[config.mk]
export PLATFORM = sky130hd
export DESIGN_NAME = lcd_bus_engine
export DESIGN_NICKNAME = d
export VERILOG_FILES = /design/src/rtl/lcd_bus_pkg.sv /design/src/rtl/lcd_strobe_seq.sv /design/src/rtl/lcd_poll_guard.sv /design/src/rtl/lcd_bus_engine.sv
export SDC_FILE = /design/constraint.sdc
export NUM_CORES = 1
export LEC_CHECK = 0
export ABC_AREA = 1
export CAP_MARGIN = 15
export CORE_MARGIN = 4
export CORE_UTILIZATION = 60
export CTS_CLUSTER_DIAMETER = 150
export DETAILED_ROUTE_END_ITERATION = 7
export DONT_BUFFER_PORTS = 1
export GPL_ROUTABILITY_DRIVEN = 0
export PLACE_DENSITY = 0.77
export SKIP_CTS_REPAIR_TIMING = 1
export SYNTH_ARGS = -nofsm -noshare
export SYNTH_HDL_FRONTEND = slang
export SYNTH_SLANG_ARGS = --single-unit
[constraint.sdc]
create_clock -name clk -period 2.8 [get_ports clk]
set_input_delay 0.28 -clock clk [delete_from_list [all_inputs] [get_ports clk]]
set_output_delay 0.28 -clock clk [all_outputs]
set_load 0.02 [all_outputs]
[src/rtl/lcd_bus_pkg.sv]
package lcd_bus_pkg;

  localparam int BUS_W = 8;
  localparam int NIB_W = BUS_W / 2;

  typedef enum logic [1:0] {
    ENG_IDLE,
    ENG_POLL,
    ENG_XFER
  } eng_state_t;

  typedef enum logic [1:0] {
    PH_OFF,
    PH_SETUP,
    PH_HIGH,
    PH_HOLD
  } strobe_ph_t;

  // Place one half of a byte on the upper bus lines, lower lines zero.
  function automatic logic [BUS_W-1:0] nib_on_upper(input logic [BUS_W-1:0] b,
                                                    input logic lower_half);
    logic [BUS_W-1:0] r;
    r = '0;
    r[BUS_W-1:NIB_W] = lower_half ? b[NIB_W-1:0] : b[BUS_W-1:NIB_W];
    return r;
  endfunction

endpackage

[src/rtl/lcd_strobe_seq.sv]
module lcd_strobe_seq
  import lcd_bus_pkg::*;
#(
  parameter int SETUP_CYC = 2,
  parameter int EHIGH_CYC = 3,
  parameter int HOLD_CYC  = 1
) (
  input  logic clk,
  input  logic rst_n,
  input  logic start,
  output logic e_out,
  output logic sample,
  output logic done
);

  localparam int MAXC_A = (SETUP_CYC > EHIGH_CYC) ? SETUP_CYC : EHIGH_CYC;
  localparam int MAXC   = (MAXC_A > HOLD_CYC) ? MAXC_A : HOLD_CYC;
  localparam int CW     = $clog2(MAXC + 1);
  localparam logic [CW-1:0] SETUP_LAST = CW'(SETUP_CYC - 1);
  localparam logic [CW-1:0] EHIGH_LAST = CW'(EHIGH_CYC - 1);
  localparam logic [CW-1:0] HOLD_LAST  = CW'(HOLD_CYC - 1);

  strobe_ph_t    ph_q, ph_d;
  logic [CW-1:0] cnt_q, cnt_d;
  logic          adv_en;

  always_comb begin
    ph_d  = ph_q;
    cnt_d = cnt_q + 1'b1;
    if (start) begin
      ph_d  = PH_SETUP;
      cnt_d = '0;
    end else begin
      case (ph_q)
        PH_SETUP: if (cnt_q == SETUP_LAST) begin ph_d = PH_HIGH; cnt_d = '0; end
        PH_HIGH:  if (cnt_q == EHIGH_LAST) begin ph_d = PH_HOLD; cnt_d = '0; end
        PH_HOLD:  if (cnt_q == HOLD_LAST)  begin ph_d = PH_OFF;  cnt_d = '0; end
        default:  cnt_d = '0;
      endcase
    end
  end

  assign adv_en = start || (ph_q != PH_OFF);

  always_ff @(posedge clk or negedge rst_n) begin
    if (!rst_n) begin
      ph_q  <= PH_OFF;
      cnt_q <= '0;
    end else if (adv_en) begin
      ph_q  <= ph_d;
      cnt_q <= cnt_d;
    end
  end

  assign e_out  = (ph_q == PH_HIGH);
  assign sample = e_out && (cnt_q == EHIGH_LAST);
  assign done   = (ph_q == PH_HOLD) && (cnt_q == HOLD_LAST);

  // Checker: length of each enable pulse
  logic [CW:0] e_run_q;
  always_ff @(posedge clk or negedge rst_n) begin
    if (!rst_n)     e_run_q <= '0;
    else if (e_out) e_run_q <= e_run_q + 1'b1;
    else            e_run_q <= '0;
  end


  e_width_chk: assert property (@(posedge clk) disable iff (!rst_n)
    $fell(e_out) |-> (e_run_q == (CW+1)'(EHIGH_CYC)));

endmodule

[src/rtl/lcd_poll_guard.sv]
module lcd_poll_guard #(
  parameter int POLL_LIMIT = 64
) (
  input  logic clk,
  input  logic rst_n,
  input  logic clear,
  input  logic busy_seen,
  output logic at_last
);

  localparam int CW = $clog2(POLL_LIMIT + 1);
  localparam logic [CW-1:0] LAST = CW'(POLL_LIMIT - 1);

  logic [CW-1:0] cnt_q, cnt_d;
  logic          cnt_en;

  assign cnt_en = clear || busy_seen;

  always_comb begin
    if (clear) cnt_d = '0;
    else       cnt_d = cnt_q + 1'b1;
  end

  always_ff @(posedge clk or negedge rst_n) begin
    if (!rst_n)      cnt_q <= '0;
    else if (cnt_en) cnt_q <= cnt_d;
  end

  assign at_last = (cnt_q == LAST);


  poll_cnt_range_chk: assert property (@(posedge clk) disable iff (!rst_n)
    (busy_seen && !clear && at_last) |=> (cnt_q == '0) || (cnt_q > LAST));

endmodule

[src/rtl/lcd_bus_engine.sv]
module lcd_bus_engine
  import lcd_bus_pkg::*;
#(
  parameter int SETUP_CYC  = 2,
  parameter int EHIGH_CYC  = 3,
  parameter int HOLD_CYC   = 1,
  parameter int POLL_LIMIT = 64
) (
  input  logic             clk,
  input  logic             rst_n,
  input  logic             nibble_mode,
  input  logic             skip_poll,
  input  logic             req_valid,
  output logic             req_ready,
  input  logic             req_rs,
  input  logic             req_rw,
  input  logic [BUS_W-1:0] req_byte,
  output logic             rsp_valid,
  output logic [BUS_W-1:0] rsp_byte,
  output logic             poll_timeout,
  output logic             lcd_rs,
  output logic             lcd_rw,
  output logic             lcd_e,
  output logic [BUS_W-1:0] lcd_db_out,
  output logic             lcd_db_oe,
  input  logic [BUS_W-1:0] lcd_db_in
);

  // Reset: asserted asynchronously, released on a clock edge
  logic [1:0] rst_pipe_q;
  logic       rst_sync_n;

  always_ff @(posedge clk or negedge rst_n) begin
    if (!rst_n) rst_pipe_q <= 2'b00;
    else        rst_pipe_q <= {rst_pipe_q[0], 1'b1};
  end
  assign rst_sync_n = rst_pipe_q[1];

  eng_state_t       state_q, state_d;
  logic             nib_q, nib_d;
  logic             bf_q, bf_d;
  logic [NIB_W-1:0] rdhi_q, rdhi_d;
  logic [BUS_W-1:0] rd_q, rd_d;
  logic             rspv_q, rspv_d;
  logic             tmo_q, tmo_d;
  logic             rq_rs_q, rq_rw_q, mode4_q;
  logic [BUS_W-1:0] rq_byte_q;
  logic             accept, start, gclear, busy_seen;
  logic             st_sample, st_done, guard_last;
  logic             in_xfer;

  lcd_strobe_seq #(
    .SETUP_CYC (SETUP_CYC),
    .EHIGH_CYC (EHIGH_CYC),
    .HOLD_CYC  (HOLD_CYC)
  ) u_strobe (
    .clk    (clk),
    .rst_n  (rst_sync_n),
    .start  (start),
    .e_out  (lcd_e),
    .sample (st_sample),
    .done   (st_done)
  );

  lcd_poll_guard #(
    .POLL_LIMIT (POLL_LIMIT)
  ) u_guard (
    .clk       (clk),
    .rst_n     (rst_sync_n),
    .clear     (gclear),
    .busy_seen (busy_seen),
    .at_last   (guard_last)
  );

  // Next state
  always_comb begin
    state_d   = state_q;
    nib_d     = nib_q;
    bf_d      = bf_q;
    rdhi_d    = rdhi_q;
    rd_d      = rd_q;
    rspv_d    = 1'b0;
    tmo_d     = tmo_q;
    accept    = 1'b0;
    start     = 1'b0;
    gclear    = 1'b0;
    busy_seen = 1'b0;
    case (state_q)
      ENG_IDLE: begin
        if (req_valid) begin
          accept  = 1'b1;
          start   = 1'b1;
          gclear  = 1'b1;
          nib_d   = 1'b0;
          tmo_d   = 1'b0;
          state_d = (skip_poll || (!req_rs && req_rw)) ? ENG_XFER : ENG_POLL;
        end
      end
      ENG_POLL: begin
        if (st_sample && !nib_q) bf_d = lcd_db_in[BUS_W-1];
        if (st_done) begin
          if (mode4_q && !nib_q) begin
            nib_d = 1'b1;
            start = 1'b1;
          end else begin
            nib_d = 1'b0;
            if (bf_q) begin
              busy_seen = 1'b1;
              if (guard_last) begin
                state_d = ENG_IDLE;
                tmo_d   = 1'b1;
              end else begin
                start = 1'b1;
              end
            end else begin
              state_d = ENG_XFER;
              start   = 1'b1;
            end
          end
        end
      end
      ENG_XFER: begin
        if (st_sample && rq_rw_q) begin
          if (!mode4_q)   rd_d   = lcd_db_in;
          else if (!nib_q) rdhi_d = lcd_db_in[BUS_W-1:NIB_W];
          else            rd_d   = {rdhi_q, lcd_db_in[BUS_W-1:NIB_W]};
        end
        if (st_done) begin
          if (mode4_q && !nib_q) begin
            nib_d = 1'b1;
            start = 1'b1;
          end else begin
            nib_d   = 1'b0;
            state_d = ENG_IDLE;
            rspv_d  = rq_rw_q;
          end
        end
      end
      default: state_d = ENG_IDLE;
    endcase
  end

  // Control registers
  always_ff @(posedge clk or negedge rst_sync_n) begin
    if (!rst_sync_n) begin
      state_q <= ENG_IDLE;
      nib_q   <= 1'b0;
      bf_q    <= 1'b0;
      rdhi_q  <= '0;
      rd_q    <= '0;
      rspv_q  <= 1'b0;
      tmo_q   <= 1'b0;
    end else begin
      state_q <= state_d;
      nib_q   <= nib_d;
      bf_q    <= bf_d;
      rdhi_q  <= rdhi_d;
      rd_q    <= rd_d;
      rspv_q  <= rspv_d;
      tmo_q   <= tmo_d;
    end
  end

  // Request capture, enabled on acceptance only
  always_ff @(posedge clk or negedge rst_sync_n) begin
    if (!rst_sync_n) begin
      rq_rs_q   <= 1'b0;
      rq_rw_q   <= 1'b1;
      rq_byte_q <= '0;
      mode4_q   <= 1'b0;
    end else if (accept) begin
      rq_rs_q   <= req_rs;
      rq_rw_q   <= req_rw;
      rq_byte_q <= req_byte;
      mode4_q   <= nibble_mode;
    end
  end

  // Pins
  assign in_xfer      = (state_q == ENG_XFER);
  assign lcd_rs       = in_xfer && rq_rs_q;
  assign lcd_rw       = !in_xfer || rq_rw_q;
  assign lcd_db_oe    = in_xfer && !rq_rw_q;
  assign lcd_db_out   = !lcd_db_oe ? '0 :
                        (mode4_q ? nib_on_upper(rq_byte_q, nib_q) : rq_byte_q);
  assign req_ready    = (state_q == ENG_IDLE);
  assign rsp_valid    = rspv_q;
  assign rsp_byte     = rd_q;
  assign poll_timeout = tmo_q;


  bus_dir_chk: assert property (@(posedge clk) disable iff (!rst_sync_n)
    lcd_db_oe |-> !lcd_rw);


  pins_hold_chk: assert property (@(posedge clk) disable iff (!rst_sync_n)
    (lcd_e && $past(lcd_e)) |-> ($stable(lcd_rs) && $stable(lcd_rw) && $stable(lcd_db_out)));


  ready_quiet_chk: assert property (@(posedge clk) disable iff (!rst_sync_n)
    req_ready |-> !lcd_e);


  rsp_pulse_chk: assert property (@(posedge clk) disable iff (!rst_sync_n)
    rsp_valid |=> !rsp_valid);


  tmo_idle_chk: assert property (@(posedge clk) disable iff (!rst_sync_n)
    $rose(poll_timeout) |-> (req_ready && !rsp_valid));

endmodule

# ---- Word-level counts from Yosys, hierarchy flattened
# Index checks and enable logic that the tools add are counted.
dict set report op_classes {
  addsub 2
  n_mul 0
  n_div 0
  magnitude_cmp 0
  n_eq_ne 21
  shift 0
  muxes 49
  bitwise 1
  reduce_logical 30
}
# cell n
set ops {}
lappend ops {{two-way mux 2 bit} 16}
lappend ops {{two-way mux 8 bit} 4}
lappend ops {{two-way mux 1 bit} 21}
lappend ops {{case mux 2 bit (3 select lines)} 3}
lappend ops {{inequality test 2 bit, second input constant} 8}
lappend ops {{AND reduction 6 bit} 2}
lappend ops {{== test 2 bit, second input constant} 4}
lappend ops {{logical AND 1 bit} 8}
lappend ops {{adder 7 x 1 -> 7 bit, second input constant} 1}
lappend ops {{== test 7 x 6 -> 1 bit, second input constant} 1}
lappend ops {{two-way mux 7 bit} 1}
lappend ops {{== test 2 x 1 -> 1 bit, second input constant} 3}
lappend ops {{inequality test 3 x 2 -> 1 bit, second input constant} 2}
lappend ops {{AND reduction 3 bit} 2}
lappend ops {{nonzero test 2 bit} 3}
lappend ops {{AND reduction 5 bit} 1}
lappend ops {{zero test 1 bit} 4}
lappend ops {{zero test 2 bit} 2}
lappend ops {{logical OR 1 bit} 4}
lappend ops {{two-way mux 4 bit} 1}
lappend ops {{case mux 1 bit (2 select lines)} 2}
lappend ops {{AND reduction 4 bit} 1}
lappend ops {{nonzero test 4 bit} 1}
lappend ops {{inequality test 3 x 1 -> 1 bit, second input constant} 1}
lappend ops {{other kinds (7)} 7}
dict set report totals {
  ff_bits 42
  latchBits 0
  ram_bits 0
  rom_bits 0
  n_memories 0
}

# ---- Longest topological paths before layout
dict set report depth {
  depth_word 8
  depth_mapped 9
  depth_no_buf 9
}

# ---- By module
# From an unflattened synthesis, not the netlist that was laid out.
dict set report unflattened {
  cells_unflattened 295
  area_unflattened_um2 2269.7
}
# mod n_inst cells_per_inst area_per_inst_um2 seq_area_each_um2
set by_module_without_submodules {}
lappend by_module_without_submodules {lcd_bus_engine 1 202 1550.2 777.0}
lappend by_module_without_submodules {lcd_poll_guard 1 47 374.1 175.2}
lappend by_module_without_submodules {lcd_strobe_seq 1 46 345.3 100.1}

# ---- Least setup slack after synthesis
# Ideal clock, no wire load.
dict set report synth_path {
  kind {flip-flop to output port}
  from {register state_q[0]}
  to {output lcd_db_out[4]}
  arrival_time_ps 1639
  t_required_ps 2520
  setup_slack_ps 881
  stages_incl_launch_ff 7
  n_path_buf 0
  cell_sequence {dfrtp_1 inv_1 ha_1 nand2_1 inv_1 o21ai_0 a21oi_1}
}
dict set report synth_via {
  elab_chain_cells 3
}
# item line
set synth_lines {}
lappend synth_lines {{start: declaration} lcd_bus_engine.sv:39} ;# eng_state_t state_q, state_d;
lappend synth_lines {{start signal: assignment} lcd_bus_engine.sv:154} ;# state_q <= state_d;
lappend synth_lines {{== test 2 bit} lcd_bus_engine.sv:180} ;# assign in_xfer = (state_q == ENG_XFER);
lappend synth_lines {{logical AND 1 bit} lcd_bus_engine.sv:183} ;# assign lcd_db_oe = in_xfer && !rq_rw_q;
lappend synth_lines {{named net lcd_db_oe} lcd_bus_engine.sv:25} ;# output logic lcd_db_oe,
lappend synth_lines {{two-way mux 8 bit} lcd_bus_engine.sv:184} ;# assign lcd_db_out = !lcd_db_oe ? '0 :
lappend synth_lines {{end: declaration} lcd_bus_engine.sv:24} ;# output logic [BUS_W-1:0] lcd_db_out,
# The timed path passes the listed nets, and every way through them passes these cells.

# ---- Final worst setup path
# Same ends and word-level chain as after synthesis.

==> impl_metrics.env <==
export IMPL_wl_met1_um=2060
export IMPL_pwr_share_clk=0.188
export IMPL_finalSetupViolations=0
export IMPL_slew_violations=0
export IMPL_cp_top_family="compound AO/OA/AOI/OAI gates"
export IMPL_overflow=0
export IMPL_grt_usage=0.199
export IMPL_placementRows=22
export IMPL_wl_met2_um=2260
export IMPL_critical_path_max_stage_delay_ns=0.42
export IMPL_h_tree_depth=2
export IMPL_cts_sinks=42
export IMPL_hp_class="input pin to register"
export IMPL_final_common_cell="nand2_1"
export IMPL_p_seq_frac=0.407
export IMPL_power_frac_comb=0.405
export IMPL_clockBufferDepth=2
export IMPL_layout_drive_gt1_share=0.0594
export IMPL_post_place_cells=342
export IMPL_root_buffer="clkbuf_8"
export IMPL_path_clk_slew_ns=0.08
export IMPL_crit_buf_inv=2
export IMPL_status="complete, no violations"
export IMPL_cpMostUsedCell="inv_1"
export IMPL_final_nets=341
export IMPL_final_cells=351
export IMPL_crit_type="register to output pin"
export IMPL_drc_errors=0
export IMPL_finalCriticalPeriod_ns=2.50
export IMPL_swShare=0.437
export IMPL_syn_area_um2=2310
export IMPL_yosysWarnings=0
export IMPL_die_h_um=70.1
export IMPL_insertion_delay_ns=0.29
export IMPL_whs_ns=0.0913
export IMPL_layout_common_cells="nand2_1 (85), inv_1 (42), dfrtp_1 (41)"
export IMPL_maxCapViolations=0
export IMPL_cp_cell_sequence="inv_1 > ha_1 > nand2_1 > inv_1 > o21ai_0 > a21oi_1"
export IMPL_wl_um=4600
export IMPL_crit_arrival_ns=2.22
export IMPL_hold_viol_final=0
export IMPL_crit_slowest_cell="dfrtp_1"
export IMPL_antenna_found_initial=0
export IMPL_finalCritPeriodShare=0.893
export IMPL_drtIter0Drc=160
export IMPL_cts_buffers=5
export IMPL_worst_path_max_fanout=6
export IMPL_tightest_slew_ns=0.583
export IMPL_ys_ff_latch=42
export IMPL_fmax_ghz=0.400
export IMPL_yosysSeqAreaShare=0.455
export IMPL_syn_num_nets=334
export IMPL_slew_headroom=0.610
export IMPL_io_pins=46
export IMPL_cts_tree="done"
export IMPL_yosysUniqueCellTypes=26
export IMPL_fin_skew_ns=0.00674
export IMPL_switching_power_w=0.000914
export IMPL_num_vias=1858
export IMPL_grt_max_degree=31
export IMPL_vias_per_cell=5.29
export IMPL_grt_pass1_wl_um=7930
export IMPL_ant_nets=0
export IMPL_io_buffers=0
export IMPL_grt_pass1_vias=1761
export IMPL_crit_path_end_kind="output pin"
export IMPL_wl_met3_um=249
export IMPL_floorplan_initialDensity=0.627
export IMPL_rsz0062_at_grt="false"
export IMPL_p_per_area_nw_per_um2=846
export IMPL_irDropWorstVdd_mv=0.513
export IMPL_startpoint_type="register"
export IMPL_dp_hpwl_um=3490
export IMPL_syn_inst=295
export IMPL_dieArea_um2=4910
export IMPL_wire_per_inst_um=13.1
export IMPL_dr_pass1_iters=4
export IMPL_avgSynthCellArea_um2=7.83
export IMPL_top_layer="met4"
export IMPL_area_delta_synth_final_pct=6.88
export IMPL_diodes=0
export IMPL_core_area_um2=3690
export IMPL_leakage_nw=1.26
export IMPL_die_w_um=70.1
export IMPL_worstPathRequired_ns=2.52
export IMPL_intPower_w=0.00118
export IMPL_timing_setup_tns_ns=0
-- power by group through the flow --
stage	Clock [W]	Sequential, W	Combinational, W
after global routing	0.000439	0.000871	0.000976
after detailed placement	0	0.000863	0.000840
after floorplan	0	0.000830	0.000681
after CTS	0.000405	0.000851	0.000847
final	0.000393	0.000850	0.000846
after global placement	0	0.000858	0.000821
-- registers in the layout, summed over array words and instances (netlist names), 2 cells and up --
signal          flops
rdhi_q              4
rst_pipe_q          2
rq_byte_q           8
u_strobe.cnt_q      2
u_guard.cnt_q       7
rsp_byte            8
state_q             2
u_strobe.ph_q       2
-- metrics by stage --
step           power, W   util  area [um^2]  setup WS, ns
2_1_floorplan   0.00151      -         2310         0.881
3_3_place_gp    0.00168  0.643         2370         0.728
3_5_place_dp    0.00170  0.643         2370         0.626
4_1_cts         0.00210  0.667         2460         0.291
5_1_grt         0.00229  0.670         2470         0.172
6_report        0.00209  0.670         2470         0.299
-- final timing paths --
check / from / to / slack (ns) / cells after the start
min in group asynchronous: rst_pipe_q[1] / u_guard.cnt_q[3] / 0.18 / 0
min reg2reg: rst_pipe_q[1] / u_guard.cnt_q[3] / 0.18 / 0
min: req_byte[3] / rq_byte_q[3] / 0.09 / 2
max reg2reg: u_strobe.ph_q[0] / rsp_byte[2] / 0.73 / 6
max: state_q[0] / lcd_db_out[4] / 0.30 / 6
max in group asynchronous: rst_pipe_q[1] / rq_rw_q / 1.86 / 1
-- cells in the mapped netlist --
cell | instances | area, um^2
a211oi_1 | 1 | 7.51
a21oi_1 | 13 | 65.1
conb_1 | 1 | 3.75
o21bai_1 | 1 | 7.51
o21ai_0 | 23 | 115
nor3_1 | 2 | 10.0
a31oi_2 | 2 | 25.0
inv_1 | 42 | 158
a31oi_1 | 7 | 43.8
dfstp_2 | 1 | 26.3
nor2_2 | 1 | 6.26
nor3_4 | 1 | 16.3
buf_6 | 1 | 11.3
buf_2 | 2 | 10.0
nand3b_1 | 1 | 7.51
nand2_1 | 85 | 319
nor2_1 | 27 | 101
a21boi_0 | 2 | 15.0
nand2_2 | 1 | 6.26
dfrtp_1 | 41 | 1030
ha_1 | 16 | 200
nand4_1 | 7 | 43.8
o22ai_1 | 1 | 6.26
a22oi_1 | 1 | 7.51
nand3_1 | 13 | 65.1
clkbuf_1 | 2 | 7.51
-- final cells by class --
class	count	area (um^2)
clock buffers	5	68.8
fillers	337	1220
flip-flops and latches	42	1050
inverters	42	158
well taps	48	60.1
repair buffers	5	40.0
multi-input cells	206	1070
clock inverters	3	18.8
-- kinds of logic after synthesis --
group | count (synthesis) | share of synthesized area
simple gates | 138 | 0.249
other cells | 1 | 0.00162
buf+inv | 47 | 0.0807
flops | 42 | 0.455
fa+ha+maj | 16 | 0.0866
compound gates | 51 | 0.127
-- layer usage --
layer	vias up	track usage
li1	954	-
met1	854	0.262
met2	46	0.333
met3	4	0.0518
met4	0	0.0383
met5	-	0
-- worst reg2reg max path: stages (launching register included) --
cell and delay (ns):
dfrtp_1 0.42, inv_1 0.14, ha_1 0.41, nand2_1 0.20
nor3_4 0.54, nor2_1 0.08, a31oi_1 0.20
Note: power is estimated with default switching activity, not from simulation.
